### src/rtl/sport_serdes.sv
module sport_serdes #(
  parameter int WORD_W = 16,
  parameter int MDIV_W = 3,
  parameter int SDIV_W = 3
) (
  input  logic              clk,
  input  logic              rst_n,
  input  logic              en,
  input  logic [MDIV_W-1:0] mdiv,
  input  logic [SDIV_W-1:0] sdiv,
  input  logic [WORD_W-1:0] tx_data,
  input  logic              tx_valid,
  output logic              tx_ready,
  output logic [WORD_W-1:0] rx_data,
  output logic              rx_valid,
  output logic              sclk,
  output logic              pad_oe,
  output logic              sdofs,
  output logic              sdo,
  output logic              sdo_oe,
  input  logic              sdifs,
  input  logic              sdi
);

  localparam int CNT_W = MDIV_W + SDIV_W + 2;
  localparam int BIT_W = $clog2(WORD_W + 1);
  localparam logic [BIT_W-1:0] LAST = BIT_W'(WORD_W - 1);

  typedef enum logic [1:0] {T_IDLE, T_FS, T_DATA} tx_st_t;

  logic [1:0] en_q;
  logic       en_s;
  always_ff @(posedge clk or negedge rst_n)
    if (!rst_n) en_q <= '0;
    else        en_q <= {en_q[0], en};
  assign en_s = en_q[1];

  logic [MDIV_W:0] mf;
  logic [SDIV_W:0] sf;
  logic [CNT_W-1:0] prod, cnt;
  logic sclk_r, tick, rise, fall;

  assign mf   = {1'b0, mdiv} + 1'b1;
  assign sf   = {1'b0, sdiv} + 1'b1;
  assign prod = mf * sf;
  assign tick = en_s && ((cnt + 1'b1) >= prod);
  assign rise = tick && !sclk_r;
  assign fall = tick && sclk_r;

  always_ff @(posedge clk or negedge rst_n)
    if (!rst_n) begin
      cnt <= '0; sclk_r <= 1'b0;
    end else if (!en_s) begin
      cnt <= '0; sclk_r <= 1'b0;
    end else if (tick) begin
      cnt <= '0; sclk_r <= ~sclk_r;
    end else begin
      cnt <= cnt + 1'b1;
    end

  logic              pend;
  logic [WORD_W-1:0] hold, sh;
  logic [BIT_W-1:0]  tb;
  tx_st_t            tst;
  logic              fs_r, oe_r, load, accept;

  assign accept = tx_valid && !pend;
  assign load   = rise && pend && (tst == T_IDLE || (tst == T_DATA && tb == LAST));

  always_ff @(posedge clk or negedge rst_n)
    if (!rst_n) begin
      pend <= 1'b0; hold <= '0;
    end else if (load) begin
      pend <= 1'b0;
    end else if (accept) begin
      pend <= 1'b1; hold <= tx_data;
    end

  always_ff @(posedge clk or negedge rst_n)
    if (!rst_n) begin
      tst <= T_IDLE; fs_r <= 1'b0; oe_r <= 1'b0; sh <= '0; tb <= '0;
    end else if (!en_s) begin
      tst <= T_IDLE; fs_r <= 1'b0; oe_r <= 1'b0; tb <= '0;
    end else if (rise) begin
      if (load) begin
        tst <= T_FS; fs_r <= 1'b1; oe_r <= 1'b0; sh <= hold;
      end else begin
        case (tst)
          T_FS: begin
            tst <= T_DATA; fs_r <= 1'b0; oe_r <= 1'b1; tb <= '0;
          end
          T_DATA: begin
            if (tb == LAST) begin
              tst <= T_IDLE; oe_r <= 1'b0;
            end else begin
              sh <= sh << 1; tb <= tb + 1'b1;
            end
          end
          default: ;
        endcase
      end
    end

  assign tx_ready = !pend;
  assign sclk     = sclk_r;
  assign pad_oe   = en;
  assign sdofs    = fs_r;
  assign sdo      = sh[WORD_W-1];
  assign sdo_oe   = oe_r && en;

  logic              busy;
  logic [WORD_W-1:0] rsh;
  logic [BIT_W-1:0]  rb;

  always_ff @(posedge clk or negedge rst_n)
    if (!rst_n) begin
      busy <= 1'b0; rsh <= '0; rb <= '0; rx_data <= '0; rx_valid <= 1'b0;
    end else begin
      rx_valid <= 1'b0;
      if (!en_s) begin
        busy <= 1'b0; rb <= '0;
      end else if (fall) begin
        if (!busy) begin
          busy <= sdifs; rb <= '0;
        end else begin
          rsh <= {rsh[WORD_W-2:0], sdi};
          rb  <= rb + 1'b1;
          if (rb == LAST) begin
            busy <= 1'b0;
            rx_data <= {rsh[WORD_W-2:0], sdi};
            rx_valid <= 1'b1;
          end
        end
      end
    end

endmodule


### config.mk
export PLATFORM = sky130hd
export DESIGN_NAME = sport_serdes
export DESIGN_NICKNAME = d
export VERILOG_FILES = /design/src/rtl/sport_serdes.sv
export SDC_FILE = /design/constraint.sdc
export NUM_CORES = 1
export LEC_CHECK = 0
export CAP_MARGIN = 20
export CORE_ASPECT_RATIO = 0.9
export CORE_MARGIN = 3
export CORE_UTILIZATION = 48
export CTS_CLUSTER_SIZE = 12
export DETAILED_ROUTE_END_ITERATION = 16
export DONT_BUFFER_PORTS = 1
export GPL_ROUTABILITY_DRIVEN = 0
export REMOVE_ABC_BUFFERS = 1
export SLEW_MARGIN = 10
export SYNTH_ARGS = -nofsm -noshare
export SYNTH_HDL_FRONTEND = slang
export SYNTH_SLANG_ARGS = --single-unit
### constraint.sdc
create_clock -name clk -period 3 [get_ports clk]
set_input_delay 0.6 -clock clk [delete_from_list [all_inputs] [get_ports clk]]
set_output_delay 0.6 -clock clk [all_outputs]
set_load 0.005 [all_outputs]
==> flow_summary_export.csv <==
group,metric,value,unit
critical_path,crit_arrival,4.62,ns
floorplanning,die_h,101,um
critical_path,worstPathCellList,"ha_4 > xnor2_2 > nand2b_4 > fa_1 > inv_2 > fa_1 > ha_1 > a21o_1 > a21oi_2 > o21bai_1 > a21oi_1 > xor2_1 > ha_1 > nand2_4 > o21ai_4 > buf_6 > nand3_4 > buf_16 > a32o_1 > mux2_4",
layout,final_cells,570,
logic_synthesis,synth_edf_count,0,
floorplanning,start_util,50.8,%
pwr,pwr-share-clk,19.9,%
logic_synthesis,ys_types,57,
pwr,ir_worst_vdd,656,uV
layout,area_delta_synth_final,25.3,%
logic_synthesis,postSynthCellCount,397,
worst_hold_path,min_path_type,"input port to asynchronous set/reset pin",
logic_synthesis,yosysMostFrequentCell,"dfrtp_1",
timing,rsz0062_at_grt,"true",
placement,pre_cts_slack,-1.88,ns
global_route,antenna_found_initial,0,
critical_path,crit_fanout,8,
timing,skew,0.0102,ns
clocking,tritoncts,"done",
detailed_routing,vias,3212,
detailed_routing,avgRoutedWirePerCell,17.6,um
clocking,h-tree-depth,3,
global_route,first_global_vias,3359,
logic_synthesis,async_flop_share,100,%
layout,drive_gt1_share,40.0,%
global_route,grt_overflow_total,0,
timing,max_freq,0.229,GHz
logic_synthesis,synth_seq_cells,90,
clocking,clock_path_buffers,2,
detailed_routing,postRouteAntennaNets,0,
detailed_routing,first_iter_violations,154,
timing,setup_viol,72,
logic_synthesis,synth_top_cell_by_area,"dfrtp_1",
pwr,power.internal,2.84,mW
logic_synthesis,yosys-top-cells-area,"dfrtp_1 (47%), mux2_2 (13%), ha_1 (7.9%)",
layout,nets,505,
global_route,grtUsageTotal,18.5,%
pwr,power_frac_comb,41.0,%
timing,drv_slew,0,
critical_path,critPathMaxStageDelay,0.52,ns
logic_synthesis,yosysWarningCount,0,
clocking,cts_buffers,9,
logic_synthesis,ys_top_cells_by_count,"dfrtp_1 (90), mux2_2 (53), ha_1 (30), inv_1 (25), nor2_1 (25)",
floorplanning,coreArea,9370,um^2
pwr,p_switching,1.53,mW
placement,place_hpwl,6.24,mm
status,violations,"negative setup slack",
timing,finalWorstSetupSlack,-1.38,ns
pwr,switching_share,35.0,%
logic_synthesis,yosysSeqAreaShare,47.3,%
clocking,root_buffer,"clkbuf_8",
clocking,clk_latency,0.36,ns
pwr,total_power,4.37,mW
floorplanning,die_w,111,um
placement,io_buffers,0,
critical_path,cp-start-kind,"input port",
detailed_routing,drt_first_pass_iters,4,
floorplanning,rows,33,
global_route,grt_start_max_net_pins,91,
logic_synthesis,synth-main-ff-cell,"dfrtp_1",
floorplanning,dieArea,11200,um^2
detailed_routing,drcViolationCount,0,
pwr,p_per_area,733,nW/um^2
pwr,pwr-share-seq,39.1,%
detailed_routing,wl,10.1,mm
pwr,p_leak,2.81,nW
timing,tightestPinTransition,0.984,ns
timing,hold_ws,0.125,ns
timing,post-route-period-util,146,%
timing,period_needed,4.38,ns
critical_path,required,3.25,ns
critical_path,cp-end-kind,"flop",
detailed_routing,viasPerCell,5.64,
logic_synthesis,synth_top_area_share,47.3,%
floorplanning,io_pins,51,
clocking,clk_pin_slew,0.10,ns
clocking,cts.sinks,90,
timing,hold_viol_final,0,
status,outcome,"finished, violations left",
flow_run,maxCapViolations,0,
logic_synthesis,syn_area_per_cell,12.0,um^2
global_route,grt_pass1_wl,16.6,mm
logic_synthesis,netlist_area,4760,um^2
placement,dp_cells,537,
critical_path,cp_slowest_cell,"fa_1",
timing,relSlewSlack,34.4,%
critical_path,critical_path_class,"input port to flop",
layout,n_antenna_cell,0,
[stage by stage]
stage               cell area [um^2]  util (%)  TNS [ns]
floorplan                       4690         -   -122.46
finish                          5970      63.7    -91.20
global route                    5970      63.7   -103.98
CTS                             5760      61.5    -87.19
detailed placement              5140      54.9   -127.91
global placement                5140      54.9   -123.31
[layout by cell type (no fill, tap or decap), types with 5 or more instances in the layout]
cell type	netlist	final
a21oi_1	15	8
a21oi_2	1	7
a32o_1	16	16
buf_4	3	27
buf_6	1	11
clkbuf_8	0	9
dfrtp_1	90	90
ha_1	30	28
inv_1	25	23
mux2_2	53	36
mux2_4	9	26
nand2_1	16	12
nand3_1	13	9
nor2_1	25	19
nor2_2	1	5
nor2b_1	10	10
o2111ai_1	5	5
xor2_1	6	6
[metal layers]
layer | wire length [um] | global-route usage, % | share of wire, %
met5 | 0 | 0 | 0
met4 | 95 | 4.64 | 0.94
met3 | 378 | 5.34 | 3.8
met2 | 4850 | 29.9 | 48
met1 | 4730 | 24.8 | 47
[registers in the layout, indices dropped and copies added, names as in the netlist]
register and count:
busy 1, cnt 8, en_q 2, hold 16
pend 1, rb 5, rsh 15, rx_data 16
rx_valid 1, sclk 1, sdofs 1, sh 16
tb 5, tst 2
[final cells by class]
cell class                 count  area [um^2]
sequential                    90         2250
fill                         717         3410
inverter                      26         97.6
multi-input combinational    267         2700
clock buffer                   9          124
tap                          122          153
timing repair buffer          49          559
clock inverter                 7         86.3
[power by group through the flow]
stage                     combinational [mW]  sequential, mW  clock [mW]
after global placement                  1.36            1.70           0
final                                   1.79            1.71       0.868
after detailed placement                1.39            1.71           0
after floorplan                         1.01            1.64           0
after global routing                    1.94            1.76       0.951
after CTS                               1.56            1.69       0.905
[what timing repair did]
item	CTS	global route
setup buffers	13	4
endpoints found under the setup margin	72	72
endpoints found under the hold margin	90	0
pin swaps	35	31
gates resized for setup	50	53
hold buffers	1	0
cloned	4	1
[worst paths after layout]
path	depth (start not counted)	startpoint	slack [ns]	endpoint
worst max-delay path	20	mdiv[1]	-1.38	sh[3]
worst min-delay path	1	rst_n	0.12	rx_data[15]
worst max register to register	11	cnt[0]	0.19	rx_data[1]
worst min register to register	0	en_q[0]	0.35	en_q[1]
max in group asynchronous	1	rst_n	2.50	rb[1]
min in group clk	0	en	0.26	en_q[0]
[worst max-delay path, delay by kind of cell]
kind,cells,cell delay [ns]
XOR/XNOR,2,0.23
AND/OR/NAND/NOR,3,0.38
AO/OA/AOI/OAI,6,0.99
multiplexers,1,0.26
adder cells (fa/ha/maj),5,1.79
buffers and inverters,3,0.36
[cells by family (layout without fill, tap and decap cells)]
family / count (synthesis) / count (layout) / share of synthesized area [%]
and+or+nand+nor: 87 / 87 / 9.12
DFF: 90 / 90 / 47.3
buffers and inverters: 40 / 91 / 3.68
muxes: 63 / 63 / 15.6
xor gates and xnor gates: 12 / 12 / 2.21
adders and majority gates: 34 / 34 / 9.56
AOI/OAI and AO/OA: 71 / 71 / 12.6
Note: power is estimated with default switching activity, not from simulation.
